### src/rtl/bxu_pkg.sv
package bxu_pkg;
  localparam int REG_W        = 8;
  localparam int OFF_W        = 3;
  localparam int BANK_SLOTS   = 4;
  localparam int NUM_BANKS    = 4;
  localparam int STORED_BANKS = 2;
  localparam int BANK_SEL_W   = $clog2(NUM_BANKS);
  localparam int SLOT_W       = $clog2(BANK_SLOTS);

  typedef enum logic [3:0] {
    TGT_NONE, TGT_DATA, TGT_IER, TGT_DLL, TGT_DLM, TGT_FCR_IIR, TGT_EFR,
    TGT_LCR, TGT_MCR, TGT_LSR, TGT_MSR, TGT_SCR, TGT_BANK, TGT_ENUM, TGT_ID
  } tgt_e;

  function automatic logic key_match(input logic [REG_W-1:0] lcr,
                                     input logic [REG_W-1:0] key);
    return lcr == key;
  endfunction

  function automatic logic [BANK_SEL_W-1:0] bank_of(input logic [REG_W-1:0] efr);
    return efr[REG_W-1 -: BANK_SEL_W];
  endfunction

  function automatic tgt_e map_target(input logic [OFF_W-1:0] off,
                                      input logic win,
                                      input logic dlab,
                                      input logic [BANK_SEL_W-1:0] bank);
    tgt_e t;
    t = TGT_NONE;
    case (off)
      3'd0: t = dlab ? TGT_DLL : TGT_DATA;
      3'd1: t = dlab ? TGT_DLM : TGT_IER;
      3'd2: t = win ? TGT_EFR : TGT_FCR_IIR;
      3'd3: t = TGT_LCR;
      default: begin
        if (!win) begin
          case (off[1:0])
            2'd0: t = TGT_MCR;
            2'd1: t = TGT_LSR;
            2'd2: t = TGT_MSR;
            default: t = TGT_SCR;
          endcase
        end else begin
          case (bank)
            2'd0, 2'd1: t = TGT_BANK;
            2'd2: begin
              if (off[1:0] == 2'd0)      t = TGT_ENUM;
              else if (off[1:0] == 2'd1) t = TGT_ID;
              else                       t = TGT_NONE;
            end
            default: t = TGT_NONE;
          endcase
        end
      end
    endcase
    return t;
  endfunction
endpackage

### src/rtl/bxu_addr_decode.sv
module bxu_addr_decode
  import bxu_pkg::*;
#(
  parameter logic [REG_W-1:0] WIN_KEY = 8'hBF
) (
  input  logic [OFF_W-1:0]      off_i,
  input  logic [REG_W-1:0]      lcr_i,
  input  logic [REG_W-1:0]      efr_i,
  output tgt_e                  tgt_o,
  output logic                  win_o,
  output logic [BANK_SEL_W-1:0] bank_o,
  output logic [SLOT_W-1:0]     slot_o
);
  logic dlab;

  always_comb begin
    win_o  = key_match(lcr_i, WIN_KEY);
    dlab   = lcr_i[REG_W-1];
    bank_o = bank_of(efr_i);
    slot_o = off_i[SLOT_W-1:0];
    tgt_o  = map_target(off_i, win_o, dlab, bank_o);
  end
endmodule

### src/rtl/bxu_bank_store.sv
module bxu_bank_store
  import bxu_pkg::*;
#(
  parameter int SLOTS = BANK_SLOTS
) (
  input  logic                             clk,
  input  logic                             rst_n,
  input  logic                             we_i,
  input  logic [SLOT_W-1:0]                slot_i,
  input  logic [REG_W-1:0]                 wdata_i,
  output logic [SLOTS-1:0][REG_W-1:0]      regs_o
);
  for (genvar s = 0; s < SLOTS; s++) begin : g_slot
    logic hit;
    assign hit = we_i && (slot_i == SLOT_W'(s));
    always_ff @(posedge clk) begin
      if (!rst_n)   regs_o[s] <= '0;
      else if (hit) regs_o[s] <= wdata_i;
    end
  end
endmodule

### src/rtl/bxu_ctrl_regs.sv
module bxu_ctrl_regs
  import bxu_pkg::*;
(
  input  logic             clk,
  input  logic             rst_n,
  input  logic             we_i,
  input  tgt_e             tgt_i,
  input  logic [REG_W-1:0] wdata_i,
  output logic [REG_W-1:0] lcr_o,
  output logic [REG_W-1:0] efr_o,
  output logic [REG_W-1:0] fcr_o,
  output logic [REG_W-1:0] ier_o,
  output logic [REG_W-1:0] dll_o,
  output logic [REG_W-1:0] dlm_o,
  output logic [REG_W-1:0] mcr_o,
  output logic [REG_W-1:0] scr_o,
  output logic [REG_W-1:0] enum_o,
  output logic             tx_push_o,
  output logic [REG_W-1:0] tx_data_o
);
  logic push_hit;
  assign push_hit = we_i && (tgt_i == TGT_DATA);

  always_ff @(posedge clk) begin
    if (!rst_n) begin
      lcr_o <= '0; efr_o <= '0; fcr_o <= '0; ier_o <= '0;
      dll_o <= '0; dlm_o <= '0; mcr_o <= '0; scr_o <= '0;
      enum_o <= '0; tx_push_o <= 1'b0; tx_data_o <= '0;
    end else begin
      tx_push_o <= push_hit;
      if (push_hit) tx_data_o <= wdata_i;
      if (we_i) begin
        case (tgt_i)
          TGT_LCR:     lcr_o  <= wdata_i;
          TGT_EFR:     efr_o  <= wdata_i;
          TGT_FCR_IIR: fcr_o  <= wdata_i;
          TGT_IER:     ier_o  <= wdata_i;
          TGT_DLL:     dll_o  <= wdata_i;
          TGT_DLM:     dlm_o  <= wdata_i;
          TGT_MCR:     mcr_o  <= wdata_i;
          TGT_SCR:     scr_o  <= wdata_i;
          TGT_ENUM:    enum_o <= wdata_i;
          default: ;
        endcase
      end
    end
  end

  // a FIFO-control write must leave the feature register alone
  p_fcr_spares_efr_r3: assert property (@(posedge clk) disable iff (!rst_n)
    (we_i && tgt_i == TGT_FCR_IIR) |=> $stable(efr_o));
endmodule

### src/rtl/bxuart_regfile.sv
module bxuart_regfile
  import bxu_pkg::*;
#(
  parameter logic [REG_W-1:0] HW_ID   = 8'h02,
  parameter logic [REG_W-1:0] WIN_KEY = 8'hBF
) (
  input  logic              clk,
  input  logic              rst_n,
  input  logic [OFF_W-1:0]  addr_i,
  input  logic [REG_W-1:0]  wdata_i,
  input  logic              wr_en_i,
  input  logic              rd_en_i,
  output logic [REG_W-1:0]  rdata_o,
  input  logic [REG_W-1:0]  rx_data_i,
  input  logic [REG_W-1:0]  iir_i,
  input  logic [REG_W-1:0]  lsr_i,
  input  logic [REG_W-1:0]  msr_i,
  output logic [REG_W-1:0]  lcr_o,
  output logic [REG_W-1:0]  fcr_o,
  output logic [REG_W-1:0]  ier_o,
  output logic [2*REG_W-1:0] divisor_o,
  output logic [REG_W-1:0]  mcr_o,
  output logic [REG_W-1:0]  scratch_o,
  output logic [REG_W-1:0]  efr_o,
  output logic              window_open_o,
  output logic [REG_W-1:0]  xon1_o,
  output logic [REG_W-1:0]  xon2_o,
  output logic [REG_W-1:0]  xoff1_o,
  output logic [REG_W-1:0]  xoff2_o,
  output logic [REG_W-1:0]  rx_lo_thr_o,
  output logic [REG_W-1:0]  rx_hi_thr_o,
  output logic [REG_W-1:0]  rx_trig_o,
  output logic [REG_W-1:0]  tx_thr_o,
  output logic [REG_W-1:0]  enum_o,
  output logic              tx_push_o,
  output logic [REG_W-1:0]  tx_data_o
);
  localparam int SB_W = $clog2(STORED_BANKS);

  tgt_e                   tgt;
  logic                   win;
  logic [BANK_SEL_W-1:0]  bank;
  logic [SLOT_W-1:0]      slot;
  logic [REG_W-1:0]       dll, dlm, rd_next;
  logic [STORED_BANKS-1:0][BANK_SLOTS-1:0][REG_W-1:0] bank_q;

  bxu_addr_decode #(.WIN_KEY(WIN_KEY)) u_dec (
    .off_i(addr_i), .lcr_i(lcr_o), .efr_i(efr_o),
    .tgt_o(tgt), .win_o(win), .bank_o(bank), .slot_o(slot)
  );

  bxu_ctrl_regs u_ctrl (
    .clk(clk), .rst_n(rst_n), .we_i(wr_en_i), .tgt_i(tgt), .wdata_i(wdata_i),
    .lcr_o(lcr_o), .efr_o(efr_o), .fcr_o(fcr_o), .ier_o(ier_o),
    .dll_o(dll), .dlm_o(dlm), .mcr_o(mcr_o), .scr_o(scratch_o),
    .enum_o(enum_o), .tx_push_o(tx_push_o), .tx_data_o(tx_data_o)
  );

  for (genvar b = 0; b < STORED_BANKS; b++) begin : g_bank
    logic bank_we;
    assign bank_we = wr_en_i && (tgt == TGT_BANK) && (bank == BANK_SEL_W'(b));
    bxu_bank_store #(.SLOTS(BANK_SLOTS)) u_store (
      .clk(clk), .rst_n(rst_n), .we_i(bank_we), .slot_i(slot),
      .wdata_i(wdata_i), .regs_o(bank_q[b])
    );
  end

  assign window_open_o = win;
  assign divisor_o     = {dlm, dll};
  assign xon1_o      = bank_q[0][0];
  assign xon2_o      = bank_q[0][1];
  assign xoff1_o     = bank_q[0][2];
  assign xoff2_o     = bank_q[0][3];
  assign rx_lo_thr_o = bank_q[1][0];
  assign rx_hi_thr_o = bank_q[1][1];
  assign rx_trig_o   = bank_q[1][2];
  assign tx_thr_o    = bank_q[1][3];

  always_comb begin
    case (tgt)
      TGT_DATA:    rd_next = rx_data_i;
      TGT_IER:     rd_next = ier_o;
      TGT_DLL:     rd_next = dll;
      TGT_DLM:     rd_next = dlm;
      TGT_FCR_IIR: rd_next = iir_i;
      TGT_EFR:     rd_next = efr_o;
      TGT_LCR:     rd_next = lcr_o;
      TGT_MCR:     rd_next = mcr_o;
      TGT_LSR:     rd_next = lsr_i;
      TGT_MSR:     rd_next = msr_i;
      TGT_SCR:     rd_next = scratch_o;
      TGT_BANK:    rd_next = bank_q[bank[SB_W-1:0]][slot];
      TGT_ENUM:    rd_next = enum_o;
      TGT_ID:      rd_next = HW_ID;
      default:     rd_next = '0;
    endcase
  end

  always_ff @(posedge clk) begin
    if (!rst_n)       rdata_o <= '0;
    else if (rd_en_i) rdata_o <= rd_next;
  end

  // key write opens, any other line-control write closes
  p_key_opens_r2: assert property (@(posedge clk) disable iff (!rst_n)
    (wr_en_i && addr_i == 3'd3 && wdata_i == WIN_KEY) |=> window_open_o);
  p_other_closes_r2: assert property (@(posedge clk) disable iff (!rst_n)
    (wr_en_i && addr_i == 3'd3 && wdata_i != WIN_KEY) |=> !window_open_o);
  // feature register frozen while the window is closed
  p_efr_persist_r4: assert property (@(posedge clk) disable iff (!rst_n)
    !window_open_o |=> $stable(efr_o));
  // banked contents frozen while the window is closed
  p_bank_hold_r10: assert property (@(posedge clk) disable iff (!rst_n)
    !window_open_o |=> $stable({xon1_o, xon2_o, xoff1_o, xoff2_o, rx_lo_thr_o,
                                rx_hi_thr_o, rx_trig_o, tx_thr_o, enum_o}));
  // bank 3 writes are inert
  p_bank3_inert_r8: assert property (@(posedge clk) disable iff (!rst_n)
    (window_open_o && efr_o[7:6] == 2'b11 && wr_en_i && addr_i[2])
      |=> $stable({xon1_o, xon2_o, xoff1_o, xoff2_o, rx_lo_thr_o, rx_hi_thr_o,
                   rx_trig_o, tx_thr_o, enum_o, mcr_o, scratch_o}));
  // transmit strobe only follows an offset-0 write without divisor access
  p_push_src_r11: assert property (@(posedge clk) disable iff (!rst_n)
    tx_push_o |-> $past(wr_en_i && addr_i == 3'd0 && !lcr_o[7]));
  // read data holds without a read strobe
  p_rdata_hold_r12: assert property (@(posedge clk) disable iff (!rst_n)
    !rd_en_i |=> $stable(rdata_o));
endmodule

### config.mk
export PLATFORM = sky130hd
export DESIGN_NAME = bxuart_regfile
export DESIGN_NICKNAME = d
export VERILOG_FILES = /design/src/rtl/bxu_pkg.sv /design/src/rtl/bxu_addr_decode.sv /design/src/rtl/bxu_bank_store.sv /design/src/rtl/bxu_ctrl_regs.sv /design/src/rtl/bxuart_regfile.sv
export SDC_FILE = /design/constraint.sdc
export NUM_CORES = 1
export LEC_CHECK = 0
export BUFFER_PORTS_ARGS = -buffer_cell sky130_fd_sc_hd__buf_2
export CAP_MARGIN = 5
export CELL_PAD_IN_SITES_DETAIL_PLACEMENT = 1
export CELL_PAD_IN_SITES_GLOBAL_PLACEMENT = 2
export CORE_ASPECT_RATIO = 0.75
export CORE_MARGIN = 8
export CORE_UTILIZATION = 36
export CTS_BUF_LIST = sky130_fd_sc_hd__clkbuf_2 sky130_fd_sc_hd__clkbuf_4 sky130_fd_sc_hd__clkbuf_8
export DETAILED_ROUTE_END_ITERATION = 10
export PLACE_DENSITY_LB_ADDON = 0.1
export SYNTH_ARGS = -nofsm -noshare
export SYNTH_HDL_FRONTEND = slang
export SYNTH_HIERARCHICAL = 1
export SYNTH_SLANG_ARGS = --single-unit
### constraint.sdc
create_clock -name clk -period 6.1 [get_ports clk]
set_input_delay 0.61 -clock clk [delete_from_list [all_inputs] [get_ports clk]]
set_output_delay 0.61 -clock clk [all_outputs]
set_load 0.05 [all_outputs]
==> run metrics, run 1 <==
Ys Warns=6; number of synthesized flops with an enable pin=0; vias in the first global route=7014; DP HPWL=21.6 mm; slowest stage delay, CP=0.67 ns; Final Hold Vio Count=0; Top FF cell, synth=dfxtp_1; starting DRC count in detailed routing=378; worst slew pin tran=1.00 ns; Worst path slowest cell=nand3b_1; Post-CTS Setup Inserts=0; Layout area overhead=20.6%; FILL cells=2364; Post-Synth Adder-Cell Area=0; total CTS buffers=17; Sw Pwr=0.591 mW; hold path cells=2; gr usage total=0.220; GP Congestion=0.855; Max Clock Skew=0.0117 ns; ANT nets after route=0; chip width=182 µm; Via Count=6623; Sequential Power Share=0.482; Seq. cell area=3060 µm²; Synth Area in XOR/XNOR=0; CP startpoint kind=input port; clock sinks=153; DR pass1 iterations=6; final critical-path share of the clock period=0.631; PwrDens=234 nW/µm²; Initial Util=0.368; asr flop ratio synth=0; max_cap viols=0; worst-case reg-to-reg path depth=10; Pint=1.52 mW; PostCTS Resize Cnt=0; number of port buffers=200; Cells after Synth=756; Comb power frac=0.115; status=finished, final reports clean; CTS Hold Bufs=0; CTS tree=done; multi-input logic area=4100 µm²; CTS HTree Levels=4; critical path required time=6.46 ns; Static Leakage=4.43 nW; simple-gate area share of the yosys netlist=0.182; Die Height=141 µm; Placed Area=8600 µm²; ANT cells=0; CORE AREA=20300 µm²; share of the yosys chip area belonging to registers=0.410; VDD IR max=0.0000929 V; # DRC=0; power share of the clock group=0.403; flops & latches, synth=153; DR vias/cell=5.42; count of pins over their slew limit=0; Core Rows=45; final setup violation count=0; Hold Crit Class=flop to flop; WL final=28.9 mm; Unique masters post-synth=66; worst-path cell chain=buf_2 > a21oi_1 > o21ai_2 > buf_4 > nand3_2 > nor4b_1 > nand3b_1 > mux2i_1; layout cells sized above 1=0.288; Hold Path Sink=u_ctrl/fcr_o[5]$_SDFFE_PN0P_; Clock Latency Late Sink=0.45 ns; mux cell area share after synthesis=0.280; synthesized area=7480 µm²; min Tclk post-route=3.85 ns; Setup TNS=0 ns; worst path arrival time=4.21 ns; Compound-Gate Fraction of Synth Area=0.0806; reg2reg start=u_ctrl/lcr_o[7]$_SDFFE_PN0P_; first-pass GRT wire length=43.4 mm; Final nets=977; post-route cell area=9020 µm²; final core occ=0.444; endpoint class of the critical path=flop; grt ovf=0; largest net degree at the start of global routing=72; Fmax achieved=260 MHz; synthesized area per cell=9.89 µm²; syn_nets=803; Hold Path Origin=u_ctrl/fcr_o[5]$_SDFFE_PN0P_; switching share of power=0.280; # IOs=201; Inst Count DP=1193; unrepaired setup endpoints after global routing=no; initial antenna violation count=1; critical path class=input port to flop; CTS Root Cell=clkbuf_8; Max clock buf depth=2; crit-path max FO=30; drt wl/cell=23.6 µm; die footprint=25700 µm²; largest family of logic cells by synthesized area=multiplexers; RR Endpoint=g_bank[0].u_store/regs_o[23]$_SDFFE_PN0P_; R2R Setup Slk=2.27 ns; Post-Layout Cell Count=1223; max_slew headroom=0.330; Clock transition at path regs=0.09 ns; Fin Hold WS=0.466 ns
==> cells by family (layout without fill, tap and decap cells) <==
logic type	count (synthesis)	count (layout)
and+or+nand+nor	280	280
muxes	183	183
AOI/OAI and AO/OA	82	82
buffers and inverters	58	243
DFF	153	153
==> power groups by stage <==
stage	clock network, mW	logic [mW]	registers [mW]
floorplan	0	0.121	1.08
global placement	0	0.236	1.04
detailed placement	0	0.239	1.04
CTS	0.869	0.240	1.02
global route	0.909	0.255	1.02
finish	0.852	0.242	1.02
==> cells in the mapped netlist, types with 6 or more instances <==
cell type  instances  area share
buf_4              9      0.0090
nor3b_1            6      0.0060
o21ai_0           10      0.0067
a31oi_1           12       0.010
nor2_1            13      0.0065
a32oi_1            6      0.0070
buf_2             20       0.013
nor2b_1           19       0.016
a21oi_1            8      0.0054
a22oi_1           12       0.012
mux2_2            10       0.015
nand2_1          181       0.091
mux4_1            14       0.049
clkbuf_1          18      0.0090
dfxtp_1          153        0.41
nand3_1           15       0.010
nand3b_1           6      0.0060
mux2i_1          157        0.21
==> cell usage in the layout (no fill, tap or decap), types with 4 or more instances in the layout <==
master | Yosys | routed
nor2b_1 | 19 | 19
nor3b_1 | 6 | 6
clkbuf_8 | 3 | 17
o21ai_0 | 10 | 9
or2_2 | 4 | 4
dfxtp_1 | 153 | 153
nand3_1 | 15 | 15
buf_4 | 9 | 11
mux4_1 | 14 | 14
mux2_2 | 10 | 10
a31oi_1 | 12 | 12
a32oi_1 | 6 | 6
a22oi_1 | 12 | 12
a22o_1 | 4 | 4
mux2i_1 | 157 | 157
nand2_1 | 181 | 181
nor2_1 | 13 | 13
bufinv_16 | 0 | 4
buf_2 | 20 | 199
nand3b_1 | 6 | 6
a21oi_1 | 8 | 8
==> critical path: cells and delay by family <==
kind            cells  cell delay, ns
simple gates        3            1.48
buf+inv             2            0.91
mux                 1            0.37
compound gates      2            0.82
==> per-stage QoR <==
step           setup WS [ns]  power, mW
6_report                2.25       2.11
5_1_grt                 2.06       2.18
4_1_cts                 2.29       2.13
3_5_place_dp            1.85       1.28
3_3_place_gp            2.11       1.28
2_1_floorplan           2.64       1.20
==> area by class of cell <==
cell class | count | area share
Multi-Input combinational cell | 545 | 0.454
Sequential cell | 153 | 0.340
Timing Repair Buffer | 210 | 0.120
Tap cell | 282 | 0.0391
Clock buffer | 18 | 0.0268
Clock inverter | 12 | 0.0196
Inverter | 3 | 0.00125
==> registers in the layout, summed over array words and instances, names as in the netlist <==
signal / cells
u_ctrl/efr_o: 8
u_ctrl/tx_push_o: 1
u_ctrl/ier_o: 8
u_ctrl/dll_o: 8
u_ctrl/lcr_o: 8
u_ctrl/dlm_o: 8
u_ctrl/enum_o: 8
u_ctrl/fcr_o: 8
u_ctrl/tx_data_o: 8
rdata_o: 8
u_ctrl/scr_o: 8
g_bank.u_store/regs_o: 64
u_ctrl/mcr_o: 8
==> per-layer routing <==
metal / GRT usage / part of all wire / vias up
li1: - / - / 3062
met1: 0.308 / 0.49 / 3337
met2: 0.342 / 0.45 / 201
met3: 0.0493 / 0.053 / 21
met4: 0.0461 / 0.0089 / 2
met5: 0 / 0.00031 / -
==> worst max-delay path by stage <==
stage	start	end	slack, ns	cells past startpoint
global placement	addr_i[0]	g_bank[0].u_store/regs_o[17]$_SDFFE_PN0P_	2.11	8
CTS	u_ctrl/lcr_o[7]$_SDFFE_PN0P_	g_bank[0].u_store/regs_o[23]$_SDFFE_PN0P_	2.29	10
floorplan	u_ctrl/lcr_o[7]$_SDFFE_PN0P_	g_bank[0].u_store/regs_o[0]$_SDFFE_PN0P_	2.64	11
detailed placement	addr_i[0]	g_bank[0].u_store/regs_o[20]$_SDFFE_PN0P_	1.85	8
global route	addr_i[0]	g_bank[0].u_store/regs_o[20]$_SDFFE_PN0P_	2.06	8
finish	addr_i[0]	g_bank[0].u_store/regs_o[23]$_SDFFE_PN0P_	2.25	8
Note: power is estimated with default switching activity, not from simulation.
==> run 2: changes to the inputs <==
--- a/config.mk
+++ b/config.mk
@@ -11,7 +11,7 @@
 export CELL_PAD_IN_SITES_GLOBAL_PLACEMENT = 2
 export CORE_ASPECT_RATIO = 0.75
 export CORE_MARGIN = 8
-export CORE_UTILIZATION = 36
+export CORE_UTILIZATION = 30
 export CTS_BUF_LIST = sky130_fd_sc_hd__clkbuf_2 sky130_fd_sc_hd__clkbuf_4 sky130_fd_sc_hd__clkbuf_8
 export DETAILED_ROUTE_END_ITERATION = 10
 export PLACE_DENSITY_LB_ADDON = 0.1
==> constraint.sdc (replaced) <==
create_clock -name clk -period 3.5 [get_ports clk]
set_input_delay 0.35 -clock clk [delete_from_list [all_inputs] [get_ports clk]]
set_output_delay 0.35 -clock clk [all_outputs]
set_load 0.05 [all_outputs]
==> run 2 against run 1 <==
  * Non-clock buffer count is 19 higher
  * Combinational power is 84% higher
  * Worst hold slack worse by 0.21 ns
  * Critical path type is now flop to flop
  * Largest power group unchanged
==> run metrics, run 2 (synthesis results as in run 1) <==
Clock transition at path regs=0.09 ns (about the same); clock sinks=153 (unchanged); Core Rows=50 (+11%); R2R Setup Slk=0.21 ns (-2.06 ns); CP startpoint kind=flop; PwrDens=395 nW/µm² (+69%); number of port buffers=200 (unchanged); Static Leakage=4.52 nW (+2.2%); Via Count=6593 (-0.45%); crit-path max FO=10 (-67%); max_cap viols=0 (unchanged); status=finished, final reports clean; ANT cells=0 (unchanged); DR pass1 iterations=4 (-2); largest net degree at the start of global routing=72 (unchanged); Max clock buf depth=2 (unchanged); Largest Register=g_bank.u_store/regs_o; Setup TNS=0 ns (unchanged); Die Height=153 µm (+8.5%); vias in the first global route=7183 (+2.4%); Design Power=3.66 mW (+73%); chip width=198 µm (+8.7%); commonest non-fill, non-tap cell in the layout=buf_2; CTS Root Cell=clkbuf_8; WL final=31.6 mm (+9.2%); endpoint class of the critical path=flop; Fmax achieved=304 MHz; # IOs=201 (unchanged); unrepaired setup endpoints after global routing=no; Clock Latency Late Sink=0.47 ns (+0.02 ns); min Tclk post-route=3.29 ns; Setup crit start=u_ctrl/lcr_o[7]$_SDFFE_PN0P_; Post-CTS Setup Inserts=0 (unchanged); critical path required time=3.84 ns (-2.62 ns); critical path class=flop to flop; ANT nets after route=0 (unchanged); gr usage total=0.208 (-0.0127); GP Congestion=0.826 (-3.4%); first-pass GRT wire length=47.4 mm (+9.2%); Initial Util=0.303 (-0.0653); final critical-path share of the clock period=0.940; CTS tree=done; # DRC=0 (unchanged); Hold Crit Class=input port to flop; drt wl/cell=24.3 µm (+2.8%); Final Hold Vio Count=0 (unchanged); Layout area overhead=23.8%; RR Endpoint=g_bank[1].u_store/regs_o[7]$_SDFFE_PN0P_; CORE AREA=24700 µm² (+22%); final core occ=0.375 (-0.0690); final setup violation count=0 (unchanged); Final nets=996 (+1.9%); worst setup path end=g_bank[1].u_store/regs_o[7]$_SDFFE_PN0P_; worst path arrival time=3.62 ns (-0.59 ns); count of pins over their slew limit=0 (unchanged); layout cells sized above 1=0.306 (+0.0176); worst slew pin tran=0.791 ns (-0.212 ns); starting DRC count in detailed routing=383 (+1.3%); CTS HTree Levels=4 (unchanged); die footprint=30300 µm² (+18%); worst-case reg-to-reg path depth=9 (-1); DR vias/cell=5.07 (-6.3%); flip-flop count of the largest register after layout=64 (unchanged); DP HPWL=23.9 mm (+11%); most frequent cells in the layout=buf_2, nand2_1, mux2i_1, dfxtp_1, buf_4; total CTS buffers=17 (unchanged); FILL cells=2866 (+21%); VDD IR max=0.000195 V (+110%); grt ovf=0 (unchanged); initial antenna violation count=2 (+1); max_slew headroom=0.472 (+0.142); Max Clock Skew=0.0192 ns (+0.00748 ns); reg2reg start=u_ctrl/lcr_o[7]$_SDFFE_PN0P_
## run 2: cell count changes in the layout (fill, tap and decap cells not counted), sizes merged
cell,previous run,this run
buf,210,229
bufinv,4,2
inv,4,8
## run 2: routing by layer
| layer | track usage | wire [µm] | vias to the layer above |
|---|---|---|---|
| li1 | - | - | 3096 |
| met3 | 0.0583 | 1950 | 29 |
| met2 | 0.324 | 14300 | 183 |
| met4 | 0.0550 | 479 | 2 |
| met5 | 0 | 13 | - |
| met1 | 0.277 | 14800 | 3283 |
## run 2: how the worst min path moves through the flow
| stage | start | to | slack [ns] | cells after the start |
|---|---|---|---|---|
| detailed placement | u_ctrl/fcr_o[7]$_SDFFE_PN0P_ | u_ctrl/fcr_o[7]$_SDFFE_PN0P_ | 0.45 | 2 |
| global placement | u_ctrl/fcr_o[5]$_SDFFE_PN0P_ | u_ctrl/fcr_o[5]$_SDFFE_PN0P_ | 0.44 | 2 |
| floorplan | rst_n | rdata_o[2]$_SDFFE_PN0P_ | 0.49 | 2 |
| CTS | wdata_i[7] | g_bank[1].u_store/regs_o[15]$_SDFFE_PN0P_ | 0.22 | 3 |
| global route | wdata_i[1] | g_bank[1].u_store/regs_o[1]$_SDFFE_PN0P_ | 0.23 | 3 |
| finish | wdata_i[1] | g_bank[1].u_store/regs_o[1]$_SDFFE_PN0P_ | 0.25 | 3 |
## run 2: worst max-delay path: stages, from the launching register on
cell and delay, ns:
dfxtp_1 0.51, nand4b_4 0.19, nor2_8 0.20, mux2i_1 0.33
a221oi_4 0.12, nor2_4 0.20, nand3_2 0.26, nor4bb_2 0.47
or3b_1 0.66, mux2i_1 0.21
## run 2: area by class of cell
type                            count  area [µm²]  area share
Tap cell                          338         423      0.0457
Timing Repair Buffer              229        1250       0.135
Clock inverter                     14         161      0.0174
Clock buffer                       18         248      0.0268
Sequential cell                   153        3060       0.331
Inverter                            3        11.3     0.00122
Multi-Input combinational cell    545        4110       0.444
## run 2: power by group
part / internal [mW] / total (mW) / switching, mW
sequential: 1.76 / 1.78 / 0.0165
clock: 0.669 / 1.44 / 0.767
combinational: 0.129 / 0.445 / 0.316
## run 2: repair_timing
item,4_1_cts,5_1_grt
setup endpoints to repair,0,21
resized for setup,0,2
hold buffers,0,0
## run 2: through the flow
step	instance area (µm²)	hold slack (ns)	setup WS (ns)	std cells
after floorplan	7480	0.488	0.0409	756
after global placement	8840	0.444	0.331	1268
after detailed placement	8840	0.448	0.138	1268
after CTS	9250	0.222	0.117	1300
after global routing	9260	0.228	0.0174	1300
final	9260	0.251	0.212	1300
==> run 3: changes to the inputs <==
--- a/config.mk
+++ b/config.mk
@@ -7,7 +7,7 @@
 export LEC_CHECK = 0
 export BUFFER_PORTS_ARGS = -buffer_cell sky130_fd_sc_hd__buf_2
 export CAP_MARGIN = 5
-export CELL_PAD_IN_SITES_DETAIL_PLACEMENT = 1
+export CELL_PAD_IN_SITES_DETAIL_PLACEMENT = 2
 export CELL_PAD_IN_SITES_GLOBAL_PLACEMENT = 2
 export CORE_ASPECT_RATIO = 0.75
 export CORE_MARGIN = 8
==> run 3 against run 2 <==
  * Clock power rose by 3%
  * Worst hold slack gained 0.012 ns
  * Critical path type unchanged
  * Combinational power is 1% higher
  * Core utilization is 0.056 points higher
  * Fmax is 0.66% higher
  * Clock skew down 0.0022 ns
  * Setup slack improved by 0.022 ns
  * Register-to-register slack improved by 0.02 ns
  * Via count increased by 2.3%
==> run metrics, run 3 (synthesis results as in run 1) <==
layout cells sized above 1=0.308 (+0.00208); clock sinks=153 (unchanged); WL final=32.9 mm (+4.1%); met3 usage=0.0483 (-0.00993); largest net degree at the start of global routing=72 (unchanged); chip width=198 µm (unchanged); Hold Crit Class=input port to flop; CORE AREA=24700 µm² (unchanged); endpoint class of the critical path=flop; count of pins over their slew limit=0 (unchanged); Core Rows=50 (unchanged); worst setup path end=rdata_o[4]$_SDFFE_PN0P_; first-pass GRT wire length=48.6 mm (+2.4%); # IOs=201 (unchanged); critical path class=flop to flop; CTS Root Cell=clkbuf_8; Comb power frac=0.122 (about the same); reg2reg start=u_ctrl/lcr_o[7]$_SDFFE_PN0P_; Static Leakage=4.53 nW (+0.17%); DR pass1 iterations=5 (+1); total CTS buffers=17 (unchanged); Die Height=153 µm (unchanged); worst-case reg-to-reg path depth=10 (+1); Buf+Inv Stages, Crit Path=1 (+1); drt wl/cell=25.3 µm (+4.1%); CP startpoint kind=flop; Clock transition at path regs=0.09 ns (about the same); worst slew pin tran=0.797 ns (+0.00568 ns); die footprint=30300 µm² (unchanged); hold path cells=3 (unchanged); Final Hold Vio Count=0 (unchanged); crit-path max FO=39 (+29); DR vias/cell=5.19 (+2.3%); # DRC=0 (unchanged); critical path required time=3.89 ns (+0.05 ns); Worst path slowest cell=nor2b_1; vias in the first global route=7344 (+2.2%); slowest stage delay, CP=0.52 ns (-0.14 ns); Layout area overhead=24.0%; Max Clock Skew=0.0169 ns (-0.00224 ns); switching share of power=0.293 (-0.00754); flip-flop count of the largest register after layout=64 (unchanged); unrepaired setup endpoints after global routing=no; max_slew headroom=0.469 (-0.00379); number of port buffers=200 (unchanged); ANT cells=0 (unchanged); met1 Use GR=0.284 (+0.00681); Max clock buf depth=2 (unchanged); met2 Use GR=0.345 (+0.0206); CTS tree=done; Top cell by count, worst path=a21oi_1; grt ovf=0 (unchanged); Setup crit start=u_ctrl/lcr_o[7]$_SDFFE_PN0P_; R2R Setup Slk=0.23 ns (+0.02 ns); Final nets=996 (unchanged); Clock Latency Late Sink=0.47 ns (about the same); PwrDens=400 nW/µm² (+1.2%); Post-CTS Setup Inserts=0 (unchanged); CTS HTree Levels=4 (unchanged); Setup TNS=0 ns (unchanged); Fmax achieved=306 MHz (+0.66%); DP HPWL=24.9 mm (+4.4%); final critical-path share of the clock period=0.933 (-0.00618); delay-heaviest family, CP=compound AO/OA/AOI/OAI gates; Via Count=6745 (+2.3%); Sw Pwr=1.09 mW (-1.2%); GP Congestion=0.826 (unchanged); ANT nets after route=0 (unchanged); final setup violation count=0 (unchanged); Pint=2.62 mW (+2.4%); starting DRC count in detailed routing=339 (-11%); PostCTS Resize Cnt=0 (unchanged); Placed Area=8840 µm² (unchanged); initial antenna violation count=2 (unchanged); worst path arrival time=3.66 ns (+0.04 ns); Initial Util=0.303 (unchanged); gr busiest metal=met2; CTS Hold Bufs=0 (unchanged); worst-path cell chain=nand4b_4 > o21ai_0 > a21oi_1 > a221oi_4 > buf_4 > nor2b_1 > a221oi_1 > a211oi_1 > nor2_1 > a21oi_1; Largest Register=g_bank.u_store/regs_o; commonest non-fill, non-tap cell in the layout=buf_2; power share of the clock group=0.399 (+0.006); VDD IR max=0.000204 V (+4.5%); most frequent cells in the layout=buf_2, nand2_1, mux2i_1, dfxtp_1, buf_4; status=finished, final reports clean; min Tclk post-route=3.27 ns (-0.0216 ns); max_cap viols=0 (unchanged); post-route cell area=9270 µm² (+0.15%); Sequential Power Share=0.479 (-0.006); WP depth=10 (+1); gr usage total=0.214 (+0.00597); RR Endpoint=rdata_o[4]$_SDFFE_PN0P_
-- run 3: layout make-up --
cell class / instances / area (µm²)
fillers: 2779 / 15400
multi-input cells: 545 / 4110
flip-flops and latches: 153 / 3060
repair buffers: 229 / 1250
well taps: 338 / 423
clock buffers: 19 / 249
clock inverters: 13 / 169
inverters: 3 / 11.3
-- run 3: worst reg2reg max path: stages (launching register included) --
cell and delay, ns:
dfxtp_1 0.51, nand4b_4 0.20, o21ai_0 0.31, a21oi_1 0.17, a221oi_4 0.27, buf_4 0.46, nor2b_1 0.54, a221oi_1 0.18
a211oi_1 0.34, nor2_1 0.09, a21oi_1 0.13
-- run 3: stage by stage --
step | instances | hold WS [ns] | worst slack [ns] | util | power [mW]
4_1_cts | 1300 | 0.224 | 0.0430 | 0.375 | 3.76
3_3_place_gp | 1268 | 0.444 | 0.331 | 0.358 | 2.26
6_report | 1300 | 0.264 | 0.233 | 0.375 | 3.71
5_1_grt | 1300 | 0.243 | 0.0503 | 0.375 | 3.84
3_5_place_dp | 1268 | 0.457 | 0.0781 | 0.358 | 2.27
2_1_floorplan | 756 | 0.488 | 0.0409 | - | 2.09
-- run 3: power by group through the flow --
| stage | combinational (mW) | clock [mW] | sequential (mW) |
|---|---|---|---|
| 6_report | 0.451 | 1.48 | 1.78 |
| 3_5_place_dp | 0.449 | 0 | 1.82 |
| 3_3_place_gp | 0.441 | 0 | 1.82 |
| 4_1_cts | 0.450 | 1.53 | 1.78 |
| 5_1_grt | 0.476 | 1.59 | 1.78 |
| 2_1_floorplan | 0.211 | 0 | 1.88 |
-- run 3: worst min-delay path by stage --
stage | start | endpoint | slack (ns)
floorplan | rst_n | rdata_o[2]$_SDFFE_PN0P_ | 0.49
global placement | u_ctrl/fcr_o[5]$_SDFFE_PN0P_ | u_ctrl/fcr_o[5]$_SDFFE_PN0P_ | 0.44
detailed placement | u_ctrl/fcr_o[7]$_SDFFE_PN0P_ | u_ctrl/fcr_o[7]$_SDFFE_PN0P_ | 0.46
CTS | wdata_i[1] | g_bank[1].u_store/regs_o[9]$_SDFFE_PN0P_ | 0.22
global route | wdata_i[1] | g_bank[0].u_store/regs_o[1]$_SDFFE_PN0P_ | 0.24
finish | wdata_i[1] | g_bank[1].u_store/regs_o[9]$_SDFFE_PN0P_ | 0.26
-- run 3: routing by layer --
| metal | up-vias | part of all wire |
|---|---|---|
| met3 | 36 | 0.057 |
| met4 | 4 | 0.014 |
| met5 | - | 0.00067 |
| li1 | 3096 | - |
| met2 | 182 | 0.46 |
| met1 | 3427 | 0.47 |
